## src/rtl/evt_irq_pkg.sv

```systemverilog
package evt_irq_pkg;
  localparam int BYTE_W = 8;
  typedef logic [BYTE_W-1:0] reg_byte_t;
endpackage

```

## src/rtl/evt_addr_ptr.sv

```systemverilog
module evt_addr_ptr #(
  parameter int ADDR_W = 4
) (
  input  logic              clk,
  input  logic              rst,
  input  logic              acc_valid_i,
  input  logic              acc_first_i,
  input  logic [ADDR_W-1:0] acc_addr_i,
  output logic [ADDR_W-1:0] cur_addr_o
);
  logic [ADDR_W-1:0] ptr_q;

  assign cur_addr_o = acc_first_i ? acc_addr_i : ptr_q;

  always_ff @(posedge clk) begin
    if (rst) ptr_q <= '0;
    else if (acc_valid_i) ptr_q <= cur_addr_o + ADDR_W'(1);
  end

  // every beat moves the pointer one past the address it used
  p_ptr_step_r9: assert property (@(posedge clk) disable iff (rst)
    acc_valid_i |=> ptr_q == $past(cur_addr_o) + ADDR_W'(1));
endmodule

```

## src/rtl/evt_group_decode.sv

```systemverilog
module evt_group_decode #(
  parameter int ADDR_W    = 4,
  parameter int BASE      = 0,
  parameter int NUM_BYTES = 3,
  parameter int IDX_W     = 2
) (
  input  logic [ADDR_W-1:0] addr_i,
  output logic              hit_o,
  output logic [IDX_W-1:0]  idx_o
);
  logic [ADDR_W-1:0] off;

  assign off   = addr_i - ADDR_W'(BASE);
  assign hit_o = off < ADDR_W'(NUM_BYTES);
  assign idx_o = off[IDX_W-1:0];
endmodule

```

## src/rtl/evt_mask_bank.sv

```systemverilog
module evt_mask_bank
  import evt_irq_pkg::*;
#(
  parameter int NUM_BYTES = 3
) (
  input  logic                          clk,
  input  logic                          rst,
  input  logic [NUM_BYTES-1:0]          wr_en_i,
  input  reg_byte_t                     wdata_i,
  output logic [NUM_BYTES*BYTE_W-1:0]   bits_o
);
  for (genvar g = 0; g < NUM_BYTES; g++) begin : g_byte
    reg_byte_t byte_q;

    always_ff @(posedge clk) begin
      if (rst) byte_q <= '1;
      else if (wr_en_i[g]) byte_q <= wdata_i;
    end

    assign bits_o[g*BYTE_W +: BYTE_W] = byte_q;

    // a written mask byte holds exactly the written value
    p_mask_hold_r8: assert property (@(posedge clk) disable iff (rst)
      wr_en_i[g] |=> byte_q == $past(wdata_i));
  end
endmodule

```

## src/rtl/evt_status_latch.sv

```systemverilog
module evt_status_latch #(
  parameter int NUM_SRC  = 24,
  parameter int RSVD_SRC = 23
) (
  input  logic               clk,
  input  logic               rst,
  input  logic [NUM_SRC-1:0] src_i,
  input  logic [NUM_SRC-1:0] smask_i,
  input  logic [NUM_SRC-1:0] lmask_i,
  input  logic               clr_i,
  output logic [NUM_SRC-1:0] status_o,
  output logic               irq_o
);
  localparam logic [NUM_SRC-1:0] KEEP = ~(NUM_SRC'(1) << RSVD_SRC);

  logic [NUM_SRC-1:0] status_q;
  logic [NUM_SRC-1:0] arrive;
  logic [NUM_SRC-1:0] held;
  logic               irq_q;

  assign arrive = src_i & ~smask_i & KEEP;
  assign held   = clr_i ? '0 : status_q;

  always_ff @(posedge clk) begin
    if (rst) begin
      status_q <= '0;
      irq_q    <= 1'b0;
    end else begin
      status_q <= held | arrive;
      irq_q    <= |(status_q & ~lmask_i);
    end
  end

  assign status_o = status_q;
  assign irq_o    = irq_q;

  // without a clear no status bit ever drops
  p_sticky_r3: assert property (@(posedge clk) disable iff (rst)
    !clr_i |=> (status_q & $past(status_q)) == $past(status_q));

  // bits that newly set were unmasked for recording
  p_masked_no_set_r4: assert property (@(posedge clk) disable iff (rst)
    1'b1 |=> (status_q & ~$past(status_q) & $past(smask_i)) == '0);

  // a clear with nothing arriving empties the status
  p_clear_all_r5: assert property (@(posedge clk) disable iff (rst)
    (clr_i && ((src_i & ~smask_i) == '0)) |=> status_q == '0);

  // request follows masked status one edge later
  p_irq_lag_r7: assert property (@(posedge clk) disable iff (rst)
    1'b1 |=> irq_q == |($past(status_q) & ~$past(lmask_i)));
endmodule

```

## src/rtl/evt_irq_hub.sv

```systemverilog
module evt_irq_hub
  import evt_irq_pkg::*;
#(
  parameter int NUM_SRC   = 24,
  parameter int ADDR_W    = 4,
  parameter int STS_BASE  = 0,
  parameter int LMSK_BASE = 4,
  parameter int SMSK_BASE = 8,
  parameter int RSVD_SRC  = 23
) (
  input  logic               clk,
  input  logic               rst,
  input  logic [NUM_SRC-1:0] src_i,
  input  logic               acc_valid_i,
  input  logic               acc_first_i,
  input  logic               acc_write_i,
  input  logic [ADDR_W-1:0]  acc_addr_i,
  input  logic [BYTE_W-1:0]  acc_wdata_i,
  output logic [BYTE_W-1:0]  rd_data_o,
  output logic               rd_valid_o,
  output logic               irq_o
);
  localparam int NUM_BYTES = NUM_SRC / BYTE_W;
  localparam int IDX_W     = (NUM_BYTES > 1) ? $clog2(NUM_BYTES) : 1;

  logic [ADDR_W-1:0]  cur_addr;
  logic               sts_hit, lmsk_hit, smsk_hit;
  logic [IDX_W-1:0]   sts_idx, lmsk_idx, smsk_idx;
  logic [NUM_BYTES-1:0] lmsk_we, smsk_we;
  logic [NUM_SRC-1:0] lmask, smask, status;
  logic               wr_beat, rd_beat, clr;
  reg_byte_t          rd_next, rd_q;
  logic               rd_valid_q;

  evt_addr_ptr #(.ADDR_W(ADDR_W)) u_ptr (
    .clk(clk), .rst(rst), .acc_valid_i(acc_valid_i),
    .acc_first_i(acc_first_i), .acc_addr_i(acc_addr_i),
    .cur_addr_o(cur_addr));

  evt_group_decode #(.ADDR_W(ADDR_W), .BASE(STS_BASE),
    .NUM_BYTES(NUM_BYTES), .IDX_W(IDX_W)) u_dec_sts (
    .addr_i(cur_addr), .hit_o(sts_hit), .idx_o(sts_idx));

  evt_group_decode #(.ADDR_W(ADDR_W), .BASE(LMSK_BASE),
    .NUM_BYTES(NUM_BYTES), .IDX_W(IDX_W)) u_dec_lmsk (
    .addr_i(cur_addr), .hit_o(lmsk_hit), .idx_o(lmsk_idx));

  evt_group_decode #(.ADDR_W(ADDR_W), .BASE(SMSK_BASE),
    .NUM_BYTES(NUM_BYTES), .IDX_W(IDX_W)) u_dec_smsk (
    .addr_i(cur_addr), .hit_o(smsk_hit), .idx_o(smsk_idx));

  assign wr_beat = acc_valid_i && acc_write_i;
  assign rd_beat = acc_valid_i && !acc_write_i;
  assign clr     = wr_beat && sts_hit;

  for (genvar g = 0; g < NUM_BYTES; g++) begin : g_we
    assign lmsk_we[g] = wr_beat && lmsk_hit && (int'(lmsk_idx) == g);
    assign smsk_we[g] = wr_beat && smsk_hit && (int'(smsk_idx) == g);
  end

  evt_mask_bank #(.NUM_BYTES(NUM_BYTES)) u_lmask (
    .clk(clk), .rst(rst), .wr_en_i(lmsk_we), .wdata_i(acc_wdata_i),
    .bits_o(lmask));

  evt_mask_bank #(.NUM_BYTES(NUM_BYTES)) u_smask (
    .clk(clk), .rst(rst), .wr_en_i(smsk_we), .wdata_i(acc_wdata_i),
    .bits_o(smask));

  evt_status_latch #(.NUM_SRC(NUM_SRC), .RSVD_SRC(RSVD_SRC)) u_status (
    .clk(clk), .rst(rst), .src_i(src_i), .smask_i(smask),
    .lmask_i(lmask), .clr_i(clr), .status_o(status), .irq_o(irq_o));

  always_comb begin
    rd_next = '0;
    if (sts_hit)       rd_next = status[int'(sts_idx)*BYTE_W +: BYTE_W];
    else if (lmsk_hit) rd_next = lmask[int'(lmsk_idx)*BYTE_W +: BYTE_W];
    else if (smsk_hit) rd_next = smask[int'(smsk_idx)*BYTE_W +: BYTE_W];
  end

  always_ff @(posedge clk) begin
    if (rst) begin
      rd_q       <= '0;
      rd_valid_q <= 1'b0;
    end else begin
      rd_valid_q <= rd_beat;
      if (rd_beat) rd_q <= rd_next;
    end
  end

  assign rd_data_o  = rd_q;
  assign rd_valid_o = rd_valid_q;

  // request is low in the cycle after reset
  p_irq_low_reset_r1: assert property (@(posedge clk)
    $past(rst) |-> !irq_o);

  // the reserved source never reaches the status
  p_reserved_zero_r10: assert property (@(posedge clk) disable iff (rst)
    status[RSVD_SRC] == 1'b0);
endmodule

```

## config.mk

```make
export PLATFORM = sky130hd
export DESIGN_NAME = evt_irq_hub
export DESIGN_NICKNAME = d
export VERILOG_FILES = /design/src/rtl/evt_irq_pkg.sv /design/src/rtl/evt_addr_ptr.sv /design/src/rtl/evt_group_decode.sv /design/src/rtl/evt_mask_bank.sv /design/src/rtl/evt_status_latch.sv /design/src/rtl/evt_irq_hub.sv
export SDC_FILE = /design/constraint.sdc
export NUM_CORES = 1
export LEC_CHECK = 0
export BUFFER_PORTS_ARGS = -buffer_cell sky130_fd_sc_hd__buf_2
export CAP_MARGIN = 40
export CORE_MARGIN = 3
export CORE_UTILIZATION = 30
export CTS_BUF_LIST = sky130_fd_sc_hd__clkbuf_8
export CTS_CLUSTER_SIZE = 25
export DETAILED_ROUTE_END_ITERATION = 10
export PLACE_DENSITY_LB_ADDON = 0.2
export SYNTH_ARGS = -nofsm -noshare
export SYNTH_HDL_FRONTEND = slang
export SYNTH_SLANG_ARGS = --single-unit
```

## constraint.sdc

```tcl
create_clock -name clk -period 7.64 [get_ports clk]
set_input_delay 1.528 -clock clk [delete_from_list [all_inputs] [get_ports clk]]
set_output_delay 1.528 -clock clk [all_outputs]
set_load 0.02 [all_outputs]
```

==> out/qor.yml <==
finish:
  nets: 560
  antenna_cells: 0
  areaGrowthSynthToFinish_pct: 13.66
  drive_above_1_share_pct: 15.96
critical_path:
  crit_fanout: 23
  crit_buf_inv: 3
  crit_slowest_cell: "mux2i_4"
  path_delay_family: "buffers and inverters"
  reg2reg_depth: 9
  r2r_end: "u_status.status_o[2]"
  required_ns: 7.87
  cp_cell_sequence: "buf_2, mux2i_4, inv_2, ha_1, nor2_1, a31oi_2, or2_1, buf_8, a21oi_1, nor2_1"
  worstSetupPathDepth: 10
  worst-endpoint-arrival_ns: 5.03
  r2r-start: "u_ptr.ptr_q[1]"
  setup.worst_path.end_class: "flop"
  max_stage_delay_ns: 0.69
  worstSetupPathType: "input port to flop"
  regToRegSetupSlack_ns: 4.16
  crit_top_cell: "nor2_1"
  start_kind: "input port"
global_route:
  globalRouteTotalUtil_pct: 16.87
  grt_pass1_wl_mm: 20.44
  grt_max_degree: 41
  grt_overflow_total: 0
  grt_pass1_vias: 3547
  antenna_found_initial: 0
die:
  fp.dieH_um: 124.3
  ios: 51
  coreArea_um2: 13450
  die_w_um: 124.3
  rows: 42
  die_area_um2: 15440
  start_util_pct: 31.19
synthesis:
  synth_cell_types: 51
  syn-num-nets: 519
  synth_cells: 474
  avgSynthCellArea_um2: 8.853
  yosysTopAreaCell: "dfxtp_1"
  ys_async_sr_fraction_pct: 0
  synth_commonest_cells: "dfxtp_1, nand2_1, mux2i_1, nor2_1, a21oi_1"
  synth.ff_latch_count: 85
  yosys_warnings: 0
  synth.top_cell.area_share_pct: 40.55
  ys_top_cells_by_area: "dfxtp_1, mux2i_1, nand2_1, nor2b_1, a21oi_1"
  synth-main-ff-cell: "dfxtp_1"
  synthMostInstantiatedCell: "dfxtp_1"
  synth_edf_count: 0
  yosysSeqAreaShare_pct: 40.55
  synth_area_um2: 4197
min_path:
  holdPathStages: 2
  min_to: "rd_data_o[1]"
  min_from: "rd_data_o[1]"
  hold_path_class: "flop to flop"
timing:
  fmax_mhz: 208.3
  hold_violations: 0
  finalCriticalPeriod_ns: 4.800
  tightest_slew_ns: 0.7960
  rsz0062_at_grt: "no"
  hold_slack_ns: 0.4754
  fin_crit_sh_pct: 62.82
  finClkSkew_ns: 0.008440
  maxSlewViolCount: 0
  slew_headroom_pct: 46.76
  setup_viol: 0
  setup_tns_ns: 0
placement:
  gp_congestion: 0.8960
  portBuffers: 49
  hpwl_mm: 9.275
detailed_routing:
  drc_errors: 0
  wl_per_cell_um: 18.78
  vias_per_cell: 5.218
  first_iter_violations: 321
  routed-via-count: 3632
  finalWirelength_mm: 13.07
  ant_nets: 0
  firstDrtPassIters: 5
power:
  p_leak_nw: 1.879
  vdd.ir_drop.worst_uv: 161.8
  power_density_nw_per_um2: 194.8
clocking:
  cts_made_buffers: 9
  clkSinkCount: 85
  clock-root-buffer: "clkbuf_8"
  post_cts_buffers: 0
  insertion_delay_ns: 0.36
  max-clock-path-buffers: 2
  cts_tree: "yes"
  ctsResizeCount: 0
  clk_pin_slew_worst_paths_ns: 0.08
  cts_htree_levels: 3
  postCtsHoldBufs: 0
flow_run:
  drv_cap: 0
status:
  status: "complete, no violations"
-- cells by family (layout without fill, tap and decap cells) --
family	Yosys count	after routing	synth area share [%]
AOI/OAI and AO/OA	106	106	17.74
xor gates and xnor gates	1	1	0.2087
adders and majority gates	4	4	1.193
buffers and inverters	54	100	6.321
DFF	85	85	40.55
muxes	55	55	13.54
and+or+nand+nor	169	169	20.45
-- area by class of cell --
cell class / count / area (µm²)
fill: 1451 / 8683
multi-input combinational: 335 / 2230
inverter: 30 / 112.6
timing repair buffer: 54 / 297.8
clock inverter: 7 / 83.83
tap: 176 / 220.2
sequential: 85 / 1702
clock buffer: 9 / 123.9
-- layout by cell type (no fill, tap or decap), types with 4 or more instances in the layout --
cell	instances
dfxtp_1	85
a311oi_1	8
a221oi_1	7
ha_1	4
clkbuf_8	9
o21ai_0	10
a221o_1	4
o211ai_1	4
o22ai_1	17
nor2b_1	29
a21oi_1	32
nand2_1	71
a211o_1	6
buf_2	49
a32o_1	4
mux2i_1	53
and4b_1	7
inv_1	30
nor4_1	4
nor2_1	39
-- metal layers --
metal	up-vias	GRT usage (%)	part of all wire (%)
met5	-	0	0
met4	0	5.416	2.2
met3	23	4.545	6.5
met2	122	26.62	46
met1	1728	22.43	45
li1	1759	-	-
-- how the worst max path moves through the flow --
stage / startpoint / endpoint
final: acc_first_i / u_status.status_o[2]
after global routing: acc_first_i / u_lmask.g_byte[1].byte_q[7]
after CTS: acc_first_i / u_lmask.g_byte[1].byte_q[7]
after detailed placement: acc_first_i / u_lmask.g_byte[1].byte_q[7]
after global placement: acc_first_i / u_lmask.g_byte[1].byte_q[7]
after floorplan: acc_first_i / rd_data_o[6]
-- sequential cells by signal, indices dropped and copies added, names as in the netlist --
signal and cells:
u_lmask.g_byte.byte_q 24, u_smask.g_byte.byte_q 24, u_status.status_o 23, rd_data_o 8
u_ptr.ptr_q 4, rd_valid_o 1, u_status.irq_o 1
-- tightest hold or removal path, delay by kind of cell (launching register included) --
kind	cells	cell delay, ns
AOI/OAI and AO/OA	1	0.05
DFF	1	0.32
and+or+nand+nor	1	0.06
-- through the flow --
| stage | util, % | worst slack (ns) | power (mW) | area, µm² | instances |
|---|---|---|---|---|---|
| 3_5_place_dp | 33.91 | 2.535 | 0.5962 | 4562 | 680 |
| 2_1_floorplan | - | 3.766 | 0.5530 | 4197 | 474 |
| 5_1_grt | 35.45 | 2.615 | 0.9691 | 4770 | 696 |
| 3_3_place_gp | 33.63 | 2.358 | 0.5937 | 4524 | 677 |
| 4_1_cts | 35.45 | 2.928 | 0.9390 | 4770 | 696 |
| 6_report | 35.45 | 2.840 | 0.9293 | 4770 | 696 |
-- report_power, final --
| part | leakage (nW) | switching (mW) | internal, mW | total (mW) |
|---|---|---|---|---|
| combinational | 1.08 | 0.0850 | 0.0455 | 0.130 |
| sequential | 0.689 | 0.00665 | 0.450 | 0.457 |
| clock | 0.113 | 0.162 | 0.180 | 0.342 |
Power figures use the tool's default switching activity.
